<file path="config.mk">
export PLATFORM = sky130hd
export DESIGN_NAME = rs_read_out
export DESIGN_NICKNAME = d
export VERILOG_FILES = /design/src/rtl/rs_pkg.sv /design/src/rtl/rs_cmd_fsm.sv /design/src/rtl/rs_out_reg.sv /design/src/rtl/rs_drv_ctl.sv /design/src/rtl/rs_read_out.sv
export SDC_FILE = /design/constraint.sdc
export NUM_CORES = 1
export LEC_CHECK = 0
export ABC_AREA = 1
export ABC_CLOCK_PERIOD_IN_PS = 1600
export BUFFER_PORTS_ARGS = -buffer_cell sky130_fd_sc_hd__buf_2
export CAP_MARGIN = 5
export CELL_PAD_IN_SITES_DETAIL_PLACEMENT = 0
export CELL_PAD_IN_SITES_GLOBAL_PLACEMENT = 1
export CORE_ASPECT_RATIO = 1.1
export CORE_MARGIN = 1
export CORE_UTILIZATION = 34
export DETAILED_ROUTE_END_ITERATION = 12
export PLACE_DENSITY_LB_ADDON = 0.05
export SYNTH_ARGS = -nofsm -noshare
export SYNTH_HDL_FRONTEND = slang
export SYNTH_SLANG_ARGS = --single-unit
</file>
<file path="constraint.sdc">
create_clock -name clk -period 1.6 [get_ports clk]
set_input_delay 0.32 -clock clk [delete_from_list [all_inputs] [get_ports clk]]
set_output_delay 0.32 -clock clk [all_outputs]
set_load 0.05 [all_outputs]
</file>
<file path="src/rtl/rs_pkg.sv">
package rs_pkg;

    typedef enum logic [1:0] {
        CMD_NOP = 2'b00,
        CMD_RD  = 2'b01,
        CMD_WR  = 2'b10,
        CMD_DES = 2'b11
    } rs_cmd_e;

    typedef enum logic [1:0] {
        ST_IDLE  = 2'd0,
        ST_READ  = 2'd1,
        ST_WRITE = 2'd2,
        ST_SLEEP = 2'd3
    } rs_state_e;

endpackage

</file>
<file path="src/rtl/rs_cmd_fsm.sv">
module rs_cmd_fsm
    import rs_pkg::*;
(
    input  logic       clk,
    input  logic       rst_n,
    input  logic       sleep,
    input  logic [1:0] cmd,
    output rs_state_e  state,
    output logic       rd_act,
    output logic       wr_act
);

    rs_cmd_e   cmd_e;
    rs_state_e state_nx;

    assign cmd_e = rs_cmd_e'(cmd);

    // next-state decision
    always_comb begin
        state_nx = state;
        if (sleep) begin
            state_nx = ST_SLEEP;
        end else begin
            unique case (cmd_e)
                CMD_RD:  state_nx = ST_READ;
                CMD_WR:  state_nx = ST_WRITE;
                CMD_DES: state_nx = ST_IDLE;
                CMD_NOP: state_nx = (state == ST_SLEEP) ? ST_IDLE : state;
            endcase
        end
    end

    // state register
    always_ff @(posedge clk or negedge rst_n) begin
        if (!rst_n) state <= ST_IDLE;
        else        state <= state_nx;
    end

    // state-decoded outputs
    always_comb begin
        rd_act = 1'b0;
        wr_act = 1'b0;
        unique case (state)
            ST_IDLE:  ;
            ST_READ:  rd_act = 1'b1;
            ST_WRITE: wr_act = 1'b1;
            ST_SLEEP: ;
        endcase
    end


    sleep_enter_chk: assert property (@(posedge clk) disable iff (!rst_n)
        sleep |=> (state == ST_SLEEP));


    desel_idle_chk: assert property (@(posedge clk) disable iff (!rst_n)
        (!sleep && cmd == 2'b11) |=> (state == ST_IDLE));


    write_enter_chk: assert property (@(posedge clk) disable iff (!rst_n)
        (!sleep && cmd == 2'b10) |=> wr_act);

endmodule

</file>
<file path="src/rtl/rs_out_reg.sv">
module rs_out_reg #(
    parameter int DW = 36
) (
    input  logic          clk,
    input  logic          rst_n,
    input  logic          rd_act,
    input  logic          sleep,
    input  logic [DW-1:0] arr_q,
    output logic          pipe_vld,
    output logic [DW-1:0] pipe_dat
);

    always_ff @(posedge clk or negedge rst_n) begin
        if (!rst_n) begin
            pipe_vld <= 1'b0;
            pipe_dat <= '0;
        end else begin
            pipe_vld <= rd_act & ~sleep;
            if (rd_act) pipe_dat <= arr_q;
        end
    end


    pipe_load_chk: assert property (@(posedge clk) disable iff (!rst_n)
        (rd_act && !sleep) |=> (pipe_vld && pipe_dat == $past(arr_q)));

endmodule

</file>
<file path="src/rtl/rs_drv_ctl.sv">
module rs_drv_ctl #(
    parameter int DW = 36
) (
    input  logic          clk,
    input  logic          rst_n,
    input  logic          pipe_en,
    input  logic          oe_n,
    input  logic          sleep,
    input  logic          rd_act,
    input  logic          wr_act,
    input  logic          pipe_vld,
    input  logic [DW-1:0] pipe_dat,
    input  logic [DW-1:0] arr_q,
    output logic [DW-1:0] dq,
    output logic          dq_oe
);

    logic          src_vld;
    logic [DW-1:0] src_dat;

    always_comb begin
        src_vld = pipe_en ? pipe_vld : rd_act;
        src_dat = pipe_en ? pipe_dat : arr_q;
        dq_oe   = src_vld & ~wr_act & ~oe_n & ~sleep;
        dq      = dq_oe ? src_dat : '0;
    end


    write_release_chk: assert property (@(posedge clk) disable iff (!rst_n)
        wr_act |-> !dq_oe);


    oe_release_chk: assert property (@(posedge clk) disable iff (!rst_n)
        oe_n |-> !dq_oe);


    sleep_release_chk: assert property (@(posedge clk) disable iff (!rst_n)
        sleep |-> !dq_oe);


    idle_zero_chk: assert property (@(posedge clk) disable iff (!rst_n)
        !dq_oe |-> (dq == '0));

endmodule

</file>
<file path="src/rtl/rs_read_out.sv">
module rs_read_out
    import rs_pkg::*;
#(
    parameter int DW = 36
) (
    input  logic          clk,
    input  logic          rst_n,
    input  logic          pipe_en,
    input  logic          oe_n,
    input  logic          sleep,
    input  logic [1:0]    cmd,
    input  logic [DW-1:0] arr_q,
    output logic [DW-1:0] dq,
    output logic          dq_oe
);

    rs_state_e     state;
    logic          rd_act;
    logic          wr_act;
    logic          pipe_vld;
    logic [DW-1:0] pipe_dat;

    rs_cmd_fsm u_fsm (
        .clk    (clk),
        .rst_n  (rst_n),
        .sleep  (sleep),
        .cmd    (cmd),
        .state  (state),
        .rd_act (rd_act),
        .wr_act (wr_act)
    );

    rs_out_reg #(.DW(DW)) u_oreg (
        .clk      (clk),
        .rst_n    (rst_n),
        .rd_act   (rd_act),
        .sleep    (sleep),
        .arr_q    (arr_q),
        .pipe_vld (pipe_vld),
        .pipe_dat (pipe_dat)
    );

    rs_drv_ctl #(.DW(DW)) u_drv (
        .clk      (clk),
        .rst_n    (rst_n),
        .pipe_en  (pipe_en),
        .oe_n     (oe_n),
        .sleep    (sleep),
        .rd_act   (rd_act),
        .wr_act   (wr_act),
        .pipe_vld (pipe_vld),
        .pipe_dat (pipe_dat),
        .arr_q    (arr_q),
        .dq       (dq),
        .dq_oe    (dq_oe)
    );


    reset_quiet_chk: assert property (@(posedge clk)
        !rst_n |-> (!dq_oe && state == ST_IDLE));

endmodule

</file>
; ---- Word level (Yosys, flattened, before mapping)
; Index checks and enable logic that the tools add are counted.
[word_totals]
regBits = 39
latchBits = 0
ram_bits = 0
romBits = 0
input_bits = 43
out_inout_bits = 37
elab_cells = 26
mem_count = 0
[classes]
addsub = 0
multipliers = 0
n_div = 0
magnitude_cmp = 0
eq_ne = 7
shifts = 0
n_mux = 8
bitwise = 7
n_reduce_logical = 1
[op_table]
columns = cell, count
row1 = 36-bit two-way mux, 2
row2 = "2-bit equality test, second input constant", 4
row3 = 2-bit case mux with 4 select lines, 1
row4 = 1-bit AND, 4
row5 = "2-bit by 1-bit equality test with 1-bit output, second input constant", 2
row6 = 2-bit two-way mux, 2
row7 = 1-bit two-way mux, 3
row8 = "3-bit by 2-bit != test with 1-bit output, second input constant", 1
row9 = 1-bit NOT, 3
row10 = 2-bit logical NOT, 1

; ---- Depth between registers and ports, before layout
[logic_depth]
depth_word = 7
depth_mapped = 7
depth_no_buf = 5

; ---- Cells and area by module
; A second synthesis with hierarchy kept.
[unflattened]
hier_cells = 334
area_unflattened_um2 = 2235.9
[by_module_without_submodules]
columns = mod, n_inst, cells_per_inst, area_per_inst_um2, seq_area_each_um2
row1 = rs_out_reg, 1, 154, 1411.4, 925.9
row2 = rs_drv_ctl, 1, 164, 713.2, 0.0
row3 = rs_cmd_fsm, 1, 16, 111.4, 50.0

; ---- Worst setup path after synthesis
; Ideal clock, no wire load.
[synth_path]
kind = register to output
from = register u_fsm.state[1]
to = output port dq[26]
arrival_ps = 1627
path_slack_ps = -347
path_stages_with_launch = 8
path_buffers = 2
path_cell_list = dfrtp_1 inv_1 nand2_1 buf_6 nand2_2 nand3_4 buf_6 nor2_1
[synth_via]
elab_chain_cells = 7
word_cells_on_any_way = 10
[synth_rtl]
columns = element, line
row1 = "start, declared", rs_cmd_fsm.sv:8  ; output rs_state_e state,
row2 = "start signal, assigned", rs_cmd_fsm.sv:36  ; else state <= state_nx;
row3 = 2-bit by 1-bit equality test with 1-bit output or 2-bit equality test (tied branches), rs_cmd_fsm.sv:43  ; unique case (state)
row4 = 1-bit two-way mux, rs_cmd_fsm.sv:43
row5 = 1-bit two-way mux or 1-bit NOT (tied branches), "rs_drv_ctl.sv:22, rs_drv_ctl.sv:24"
row6 = 1-bit AND * (3 in a row), rs_drv_ctl.sv:24  ; dq_oe = src_vld & ~wr_act & ~oe_n & ~sleep;
row7 = 36-bit two-way mux *, rs_drv_ctl.sv:25  ; dq = dq_oe ? src_dat : '0;
row8 = "end, declared", rs_read_out.sv:13  ; output logic [DW-1:0] dq,
; Mark *: on every way between the ends. The rest lies on a longest branch, timed or not.

; ---- Worst setup path in the final report
[layout_path]
from = register u_fsm.state[1]
to = output port dq[23]
; The elaborated chain is that of the path after synthesis.

==> impl_metrics.env <==
export IMPL_drc=0
export IMPL_crit_path_end_kind="output port"
export IMPL_synth_adder_area_share=0
export IMPL_path_cells="inv_2 > nor2_2 > nor2_2 > nand3_4 > buf_12 > nor2_4 > buf_6"
export IMPL_synth_top_cell_area_share=0.459
export IMPL_start_util=0.360
export IMPL_dieArea_um2=6580
export IMPL_hp_class="input pin to asynchronous set/reset pin"
export IMPL_synth_cell_types=16
export IMPL_worst_ep_arrival_time_ns=1.54
export IMPL_setup_violations=37
export IMPL_muxShareOfSynthArea=0
export IMPL_io_pins=80
export IMPL_powerDensity_nw_per_um2=845
export IMPL_slew_headroom=0.593
export IMPL_final_layout_size_suffix_gt1_frac=0.382
export IMPL_status="finished, violations left"
export IMPL_grt_pass1_vias=1976
export IMPL_synth_area_leader_cell="dfrtp_1"
export IMPL_syn_num_nets=339
export IMPL_seqCellArea_um2=976
export IMPL_hpwl_um=3230
export IMPL_cts_sinks=39
export IMPL_multi_input_area_um2=1120
export IMPL_path_common_cell="nor2_2"
export IMPL_worst_pin_slew_ns=0.611
export IMPL_period_needed_ns=1.86
export IMPL_drt_wl_total_um=4870
export IMPL_fillers=588
export IMPL_synth_area_um2=2130
export IMPL_holdWs_ns=0.0815
export IMPL_slew_viol_final=0
export IMPL_worst_slack_ns=-0.262
export IMPL_synth_simple_gate_area_share=0.231
export IMPL_ys_seq_elements=39
export IMPL_vias_per_cell=4.42
export IMPL_fmax_mhz=537
export IMPL_clockBufferDepth=2
export IMPL_critPathKind="flop to output port"
export IMPL_cts_tree="yes"
export IMPL_slowest_delay_ns=0.40
export IMPL_synth_xor_area_frac=0
export IMPL_rsz0062_at_grt="true"
export IMPL_via_count=2005
export IMPL_gp_congestion=0.682
export IMPL_synth_top_family_by_area="simple AND/OR/NAND/NOR gates"
export IMPL_clk_pin_slew_worst_paths_ns=0.07
export IMPL_place_ws_ns=-0.179
export IMPL_grt_util_all_layers=0.168
export IMPL_diodes=0
export IMPL_synth_area_leaders="dfrtp_1, nor2_1, a21oi_1"
export IMPL_syn2layout_area_growth_pct=53.0
export IMPL_synthCells=296
export IMPL_antenna_found_initial=0
export IMPL_grt_overflow=0
export IMPL_die_w_um=77.4
export IMPL_port_buffers=79
export IMPL_ant_nets=0
export IMPL_worst_setup_path_start_kind="flop"
export IMPL_cts_made_buffers=5
export IMPL_finalCritPeriodShare=1.16
export IMPL_worst_path_buf_inv=3
export IMPL_final_cells=454
export IMPL_cp_max_fo=14
export IMPL_setup_tns_ns=-8.76
export IMPL_dp_cells=443
export IMPL_clk_latency_ns=0.29
export IMPL_drtIter0Drc=101
export IMPL_cap_violations=0
export IMPL_coreArea_um2=5910
export IMPL_finalCoreUtilization=0.551
export IMPL_crit_slowest_cell="dfrtp_1"
export IMPL_ys_seq_area_frac=0.459
export IMPL_rrSetupSlack_ns=0.26
export IMPL_vdd_ir_drop_max_mv=0.429
export IMPL_violations="negative setup slack"
export IMPL_path_delay_family="buffers and inverters"
export IMPL_clock_skew_ns=0.00271
export IMPL_final_nets=419
export IMPL_h_tree_depth=2
export IMPL_cp_data_required_time_ns=1.28
export IMPL_synth_compound_area_share=0.179
export IMPL_grt_start_max_net_pins=74
export IMPL_p_leak_uw=0.00161
export IMPL_cts_root_buf="clkbuf_8"
export IMPL_yosysWarnings=0
export IMPL_num_rows=29
export IMPL_grt_pass1_wl_um=8780
export IMPL_hold_viol=0
export IMPL_dr_pass1_iters=4
export IMPL_syn_avg_cell_area_um2=7.19
export IMPL_die_height_um=85.0
export IMPL_final_cell_mix="inv_1, buf_2, dfrtp_1"
export IMPL_drt_wirelength_per_cell_um=10.7
-- final cells by class --
cell class / count / area share
Sequential cell: 39 / 0.300
Multi-Input combinational cell: 194 / 0.344
Clock inverter: 2 / 0.0108
Inverter: 44 / 0.0507
Tap cell: 77 / 0.0296
Timing Repair Buffer: 92 / 0.240
Clock buffer: 6 / 0.0254
-- sequential cells by signal, summed over array words and instances, names as in the netlist --
register	count
u_oreg.pipe_dat	36
u_fsm.state	2
u_oreg.pipe_vld	1
-- cells in the mapped netlist --
library cell and instances:
a21oi_1 38, buf_4 1, clkbuf_1 6, inv_1 43, or2_4 1, nor2_1 65, o21ai_0 38, nand4_1 1
nand2_1 39, nand2_2 1, buf_2 8, nand3_4 1, buf_6 4, inv_2 1, dfrtp_1 39, nor2_2 10
-- final timing paths --
kind                                            startpoint                               to  depth (start not counted)
setup / recovery                u_fsm.state[1]$_DFFE_PN0P_                           dq[23]                          7
hold / removal                                       rst_n  u_oreg.pipe_dat[28]$_DFFE_PN0N_                          2
setup reg to reg                u_fsm.state[0]$_DFFE_PN0P_   u_oreg.pipe_dat[4]$_DFFE_PN0N_                          3
hold reg to reg            u_oreg.pipe_dat[26]$_DFFE_PN0N_  u_oreg.pipe_dat[26]$_DFFE_PN0N_                          2
max in group asynchronous                            rst_n  u_oreg.pipe_dat[31]$_DFFE_PN0N_                          2
min in group clk                                    cmd[1]       u_fsm.state[1]$_DFFE_PN0P_                          3
-- report_power, final --
| part | internal (uW) | leakage (uW) | switching, uW |
|---|---|---|---|
| clock | 505 | 0.0000612 | 343 |
| sequential | 1150 | 0.000478 | 87.0 |
| combinational | 252 | 0.00107 | 413 |
| total | 1910 | 0.00161 | 843 |
-- cells by family after synthesis --
kind of cell	after synthesis
buffers and inverters	63
AOI/OAI and AO/OA	76
and+or+nand+nor	118
DFF	39
-- through the flow --
| stage | power, uW | instance area, um2 |
|---|---|---|
| 5_1_grt | 2940 | 3260 |
| 4_1_cts | 2800 | 3230 |
| 3_5_place_dp | 1870 | 2820 |
| 6_report | 2750 | 3260 |
| 3_3_place_gp | 1860 | 2820 |
| 2_1_floorplan | 1700 | 2320 |
-- layer usage --
metal	part of all wire	wire length [um]	track usage
met3	0.039	188	0.0376
met4	0.015	72	0.0566
met5	0	0	0
met1	0.46	2230	0.218
met2	0.49	2380	0.277
-- repair_timing --
item	CTS	global route
gates resized for setup	88	5
buffers inserted	2	1
endpoints found under the hold margin	0	0
pin swaps	1	1
endpoints found under the setup margin	37	37
hold buffers	0	0
(Power assumes the default switching activity.)
